**src/rtl/lsc_pkg.sv**
```systemverilog
package lsc_pkg;
  typedef enum logic [1:0] {
    CLR_IDLE  = 2'd0,
    CLR_COUNT = 2'd1,
    CLR_ARMED = 2'd2
  } clr_state_e;

  function automatic int unsigned hold_cycles(int unsigned mhz, int unsigned us);
    return mhz * us;
  endfunction
endpackage

```
**src/rtl/lsc_rst_sync.sv**
```systemverilog
module lsc_rst_sync (
  input  logic clk,
  input  logic rst_n,
  output logic rst_q_n
);
  logic stage_q;

  always_ff @(posedge clk or negedge rst_n) begin
    if (!rst_n) begin
      stage_q <= 1'b0;
      rst_q_n <= 1'b0;
    end else begin
      stage_q <= 1'b1;
      rst_q_n <= stage_q;
    end
  end
endmodule

```
**src/rtl/lsc_glitch_filter.sv**
```systemverilog
module lsc_glitch_filter #(
  parameter int unsigned WIDTH    = 4,
  parameter int unsigned FILT_LEN = 3
) (
  input  logic             clk,
  input  logic             rst_n,
  input  logic [WIDTH-1:0] din_i,
  output logic [WIDTH-1:0] filt_o
);
  for (genvar g = 0; g < WIDTH; g++) begin : g_bit
    logic [FILT_LEN-1:0] hist_q, hist_d;

    always_comb begin
      hist_d = {hist_q[FILT_LEN-2:0], din_i[g]};
    end

    always_ff @(posedge clk or negedge rst_n) begin
      if (!rst_n) hist_q <= '0;
      else        hist_q <= hist_d;
    end

    assign filt_o[g] = &hist_q;

    // a qualified line must have been high on the previous sample
    assert_filter_needs_input_R2: assert property (@(posedge clk) disable iff (!rst_n)
      filt_o[g] |-> $past(din_i[g]));
  end
endmodule

```
**src/rtl/lsc_clear_timer.sv**
```systemverilog
module lsc_clear_timer #(
  parameter int unsigned HOLD_CYC = 100
) (
  input  logic clk,
  input  logic rst_n,
  input  logic disable_i,
  output logic clr_o
);
  import lsc_pkg::*;
  localparam int unsigned CW = $clog2(HOLD_CYC + 1);
  localparam logic [CW-1:0] LAST = CW'(HOLD_CYC - 1);

  clr_state_e     st_q, st_d;
  logic [CW-1:0]  cnt_q, cnt_d;
  logic           cnt_en;

  always_comb begin
    st_d   = st_q;
    cnt_d  = cnt_q;
    cnt_en = 1'b0;
    clr_o  = 1'b0;
    unique case (st_q)
      CLR_IDLE: begin
        if (disable_i) begin
          st_d   = CLR_COUNT;
          cnt_d  = CW'(1);
          cnt_en = 1'b1;
        end
      end
      CLR_COUNT: begin
        if (!disable_i) begin
          st_d = CLR_IDLE;
        end else if (cnt_q == LAST) begin
          st_d = CLR_ARMED;
        end else begin
          cnt_d  = cnt_q + CW'(1);
          cnt_en = 1'b1;
        end
      end
      CLR_ARMED: begin
        if (!disable_i) begin
          st_d  = CLR_IDLE;
          clr_o = 1'b1;
        end
      end
      default: st_d = CLR_IDLE;
    endcase
  end

  always_ff @(posedge clk or negedge rst_n) begin
    if (!rst_n) begin
      st_q  <= CLR_IDLE;
      cnt_q <= '0;
    end else begin
      st_q <= st_d;
      if (cnt_en) cnt_q <= cnt_d;
    end
  end

  // a clear is only issued on the release after a high period
  assert_clear_after_high_R7: assert property (@(posedge clk) disable iff (!rst_n)
    clr_o |-> $past(disable_i));
endmodule

```
**src/rtl/laser_safety_ctrl.sv**
```systemverilog
module laser_safety_ctrl #(
  parameter int unsigned NUM_HARD = 4,
  parameter int unsigned NUM_SOFT = 4,
  parameter int unsigned FILT_LEN = 3,
  parameter int unsigned CLK_MHZ  = 25,
  parameter int unsigned HOLD_US  = 4
) (
  input  logic                clk,
  input  logic                rst_n,
  input  logic                tx_en_i,
  input  logic                disable_i,
  input  logic [NUM_HARD-1:0] hard_flt_i,
  input  logic [NUM_HARD-1:0] hard_mask_i,
  input  logic [NUM_SOFT-1:0] soft_warn_i,
  output logic                drive_en_o,
  output logic                fault_o,
  output logic [NUM_HARD-1:0] hard_stat_o,
  output logic [NUM_SOFT-1:0] soft_stat_o
);
  localparam int unsigned HOLD_CYC = lsc_pkg::hold_cycles(CLK_MHZ, HOLD_US);

  logic                rst_q_n;
  logic                clr;
  logic [NUM_HARD-1:0] hard_filt;
  logic [NUM_SOFT-1:0] soft_filt;
  logic [NUM_HARD-1:0] hard_stat_q, hard_stat_d;
  logic [NUM_SOFT-1:0] soft_stat_q, soft_stat_d;

  lsc_rst_sync i_rst_sync (
    .clk     (clk),
    .rst_n   (rst_n),
    .rst_q_n (rst_q_n)
  );

  lsc_glitch_filter #(.WIDTH(NUM_HARD), .FILT_LEN(FILT_LEN)) i_hard_filt (
    .clk    (clk),
    .rst_n  (rst_q_n),
    .din_i  (hard_flt_i),
    .filt_o (hard_filt)
  );

  lsc_glitch_filter #(.WIDTH(NUM_SOFT), .FILT_LEN(FILT_LEN)) i_soft_filt (
    .clk    (clk),
    .rst_n  (rst_q_n),
    .din_i  (soft_warn_i),
    .filt_o (soft_filt)
  );

  lsc_clear_timer #(.HOLD_CYC(HOLD_CYC)) i_clear_timer (
    .clk       (clk),
    .rst_n     (rst_q_n),
    .disable_i (disable_i),
    .clr_o     (clr)
  );

  // set wins over clear so a persisting fault re-latches on release
  always_comb begin
    hard_stat_d = (clr ? '0 : hard_stat_q) | (hard_filt & ~hard_mask_i);
    soft_stat_d = (clr ? '0 : soft_stat_q) | soft_filt;
  end

  always_ff @(posedge clk or negedge rst_q_n) begin
    if (!rst_q_n) begin
      hard_stat_q <= '0;
      soft_stat_q <= '0;
    end else begin
      hard_stat_q <= hard_stat_d;
      soft_stat_q <= soft_stat_d;
    end
  end

  assign hard_stat_o = hard_stat_q;
  assign soft_stat_o = soft_stat_q;
  assign fault_o     = |hard_stat_q;
  assign drive_en_o  = rst_q_n & tx_en_i & ~disable_i & ~fault_o;

  // newly set hard bits must have been unmasked on the latching edge
  assert_mask_blocks_R3: assert property (@(posedge clk) disable iff (!rst_q_n)
    (hard_stat_q & ~$past(hard_stat_q) & $past(hard_mask_i)) == '0);

  // recorded hard faults survive until a clear
  assert_fault_sticky_R4: assert property (@(posedge clk) disable iff (!rst_q_n)
    (fault_o && !clr) |=> fault_o);

  // after a clear only faults present at release remain
  assert_clear_result_R6: assert property (@(posedge clk) disable iff (!rst_q_n)
    clr |=> (hard_stat_q == $past(hard_filt & ~hard_mask_i)) &&
            (soft_stat_q == $past(soft_filt)));
endmodule

```
**config.mk**
```make
export PLATFORM = sky130hd
export DESIGN_NAME = laser_safety_ctrl
export DESIGN_NICKNAME = d
export VERILOG_FILES = /design/src/rtl/lsc_pkg.sv /design/src/rtl/lsc_rst_sync.sv /design/src/rtl/lsc_glitch_filter.sv /design/src/rtl/lsc_clear_timer.sv /design/src/rtl/laser_safety_ctrl.sv
export SDC_FILE = /design/constraint.sdc
export NUM_CORES = 1
export LEC_CHECK = 0
export ABC_CLOCK_PERIOD_IN_PS = 4200
export BUFFER_PORTS_ARGS = -buffer_cell sky130_fd_sc_hd__buf_2
export CAP_MARGIN = 10
export CORE_MARGIN = 2
export CORE_UTILIZATION = 58
export CTS_CLUSTER_SIZE = 24
export DETAILED_ROUTE_END_ITERATION = 10
export PLACE_DENSITY = 0.82
export SLEW_MARGIN = 5
export SYNTH_ARGS = -nofsm -noshare
export SYNTH_HDL_FRONTEND = slang
export SYNTH_HIERARCHICAL = 1
export SYNTH_SLANG_ARGS = --single-unit
```
**constraint.sdc**
```tcl
create_clock -name clk -period 4.2 [get_ports clk]
set_input_delay 0.42 -clock clk [delete_from_list [all_inputs] [get_ports clk]]
set_output_delay 0.42 -clock clk [all_outputs]
set_load 0.005 [all_outputs]
```
==> results_dict.tcl <==
set metrics [dict create \
    startpoint_type "flip-flop" \
    grt_max_degree 42 \
    fin_crit_ns 2.04 \
    vias 954 \
    cts_buffers 5 \
    synth_area_mm2 0.00156 \
    p_int_uw 648 \
    power_density_mw_per_mm2 474 \
    ys_seq_area_frac 0.691 \
    cts-root-buf "clkbuf_4" \
    clock_sinks 43 \
    drc 0 \
    max_cap_viol_count 0 \
    path_buf_inv 1 \
    cp_max_fo 3 \
    place.gp.congestion 0.795 \
    dp_cells 165 \
    status "finished, final reports clean" \
    grt_pass1_vias 985 \
    p_switching_uw 213 \
    ys.flop_type "dfrtp_1" \
    place_hpwl_mm 1.75 \
    cp_cell_sequence "or4_4 -> nor3_2 -> buf_2" \
    hp-class "in -> reg" \
    avgRoutedWirePerCell_um 14.8 \
    grt_usage 0.188 \
    async_reset_ff_frac 1.00 \
    ir_drop_v 0.000541 \
    path_delay_family "simple AND/OR/NAND/NOR gates" \
    synth_cell_types 34 \
    antennaDiodeCount 0 \
    syn2layout_area_growth_pct 16.7 \
    rsz0062_at_grt "no" \
    synth_edf_count 0 \
    grt_pass1_wl_mm 4.33 \
    die_h_um 55.8 \
    port_buffers 25 \
    max_stage_delay_ns 0.55 \
    antenna_left 0 \
    drive_gt1_frac 0.326 \
    avgSynthCellArea_um2 14.0 \
    sequentialPowerShare 0.566 \
    core_mm2 0.00250 \
    p_sw_frac 0.248 \
    cts_resized 0 \
    rows 18 \
    worst_clock_skew_ns 0.00563 \
    io_pins 26 \
    gr-total-overflow 0 \
    die_w_um 55.8 \
    clkPwrFrac 0.323 \
    slew_violations 0 \
    tns_ns 0 \
    ys_ff_latch 43 \
    slowest_stage "or4_4" \
    setup_viol 0 \
    cp.required_ns 3.78 \
    syn-num-nets 128 \
    layout.nets 160 \
    first_iter_violations 10 \
    start_util 0.623 \
    p_comb_frac 0.111 \
    wl_mm 2.57 \
    arrival_ns 1.62 \
    hold_violations 0 \
    end_kind "primary output" \
    clkLatencyLatePin_ns 0.36 \
    cts_tree "done" \
    fmax_ghz 0.491 \
    cts.clk_slew.worst_paths_ns 0.13 \
    firstDrtPassIters 4 \
    ctsHtreeMaxLevel 2 \
    die-area_mm2 0.00311 \
    finalCritPeriodShare 0.485 \
    critPathKind "reg -> out" \
    avgViaCountPerCell 5.48 \
    syn_inst 111 \
    clock_path_buffers 2 \
    antenna_found_initial 0 \
    yosysWarnings 6 \
    leakagePower_uw 0.000839 \
    finalNonFillerCells 174 \
]
[synth_stat cells, types with 2 or more instances]
master	number	share of area
dfrtp_1	43	0.69
nor3b_1	2	0.0096
inv_1	5	0.012
mux2_2	2	0.014
nand4_1	2	0.0080
and3_1	9	0.036
a22o_1	4	0.023
nand2_1	9	0.022
a22o_2	2	0.013
a21o_1	4	0.019
a31o_2	2	0.011
buf_2	2	0.0064
nand2b_1	3	0.012
nand3_1	2	0.0064
[flip-flops by register name, summed over array words and instances (netlist names)]
register and count:
i_clear_timer/st_q 2, i_clear_timer/cnt_q 7, i_soft_filt/g_bit.hist_q 12, i_rst_sync/rst_q_n 1, i_rst_sync/stage_q 1, i_hard_filt/g_bit.hist_q 12
soft_stat_o 4, hard_stat_o 4
[power groups by stage]
| stage | Clock (uW) | Sequential [uW] | Combinational, uW |
|---|---|---|---|
| after global placement | 0 | 493 | 91.3 |
| after global routing | 303 | 494 | 106 |
| final | 278 | 488 | 95.4 |
| after floorplan | 0 | 490 | 67.8 |
| after detailed placement | 0 | 495 | 95.4 |
| after CTS | 285 | 488 | 96.7 |
[final timing paths]
kind | startpoint | end | slack [ns] | cells past startpoint
min in group asynchronous | rst_n | i_rst_sync/stage_q | 0.34 | 2
max reg2reg | i_clear_timer/st_q[1] | i_clear_timer/cnt_q[6] | 2.68 | 3
min reg2reg | i_rst_sync/stage_q | i_rst_sync/rst_q_n | 0.36 | 0
max | hard_stat_o[2] | drive_en_o | 2.16 | 3
max in group asynchronous | i_rst_sync/rst_q_n | i_hard_filt/g_bit[3].hist_q[2] | 3.49 | 1
min | soft_warn_i[2] | i_soft_filt/g_bit[2].hist_q[0] | 0.16 | 1
[layer usage]
layer,GRT usage,wire length [um]
met5,0,0
met3,0.0512,109
met2,0.284,1200
met4,0.125,54
met1,0.238,1200
[what timing repair did]
action	4_1_cts	5_1_grt
buffers inserted	0	0
hold buffers	1	0
endpoints found under the hold margin	2	0
[area by class of cell]
| class | count | area (um2) |
|---|---|---|
| well taps | 30 | 37.5 |
| inverters | 5 | 18.8 |
| flip-flops and latches | 43 | 1080 |
| repair buffers | 27 | 143 |
| clock inverters | 2 | 38.8 |
| fillers | 173 | 683 |
| multi-input cells | 61 | 452 |
| clock buffers | 6 | 51.3 |
[cells by family (layout without fill, tap and decap cells)]
| kind of cell | after synthesis | in the layout | share of synthesized area |
|---|---|---|---|
| other | 1 | 1 | 0.00241 |
| buffers and inverters | 7 | 40 | 0.0185 |
| flip-flops | 43 | 43 | 0.691 |
| multiplexers | 2 | 2 | 0.0145 |
| AND/OR/NAND/NOR | 38 | 38 | 0.160 |
| AO/OA/AOI/OAI | 19 | 19 | 0.105 |
| adder cells (fa/ha/maj) | 1 | 1 | 0.00804 |
[placed cells by master, fill, tap and decap left out, types with 3 or more instances in the layout]
cell,Yosys,final
a21o_1,4,4
and3_1,9,9
clkbuf_4,0,5
nand2b_1,3,3
buf_2,2,25
a22o_1,4,4
inv_1,5,5
nand2_1,9,9
dfrtp_1,43,43
[metrics by stage]
step           power [uW]  hold slack, ns  setup WS [ns]  instance area (um2)   util
2_1_floorplan         558           0.124           2.28                 1560      -
3_3_place_gp          584           0.205           2.59                 1720  0.687
5_1_grt               904           0.127           2.07                 1820  0.727
6_report              862           0.155           2.16                 1820  0.727
3_5_place_dp          591           0.207           2.58                 1720  0.687
4_1_cts               869           0.143           2.14                 1820  0.727
Power figures use the tool's default switching activity.
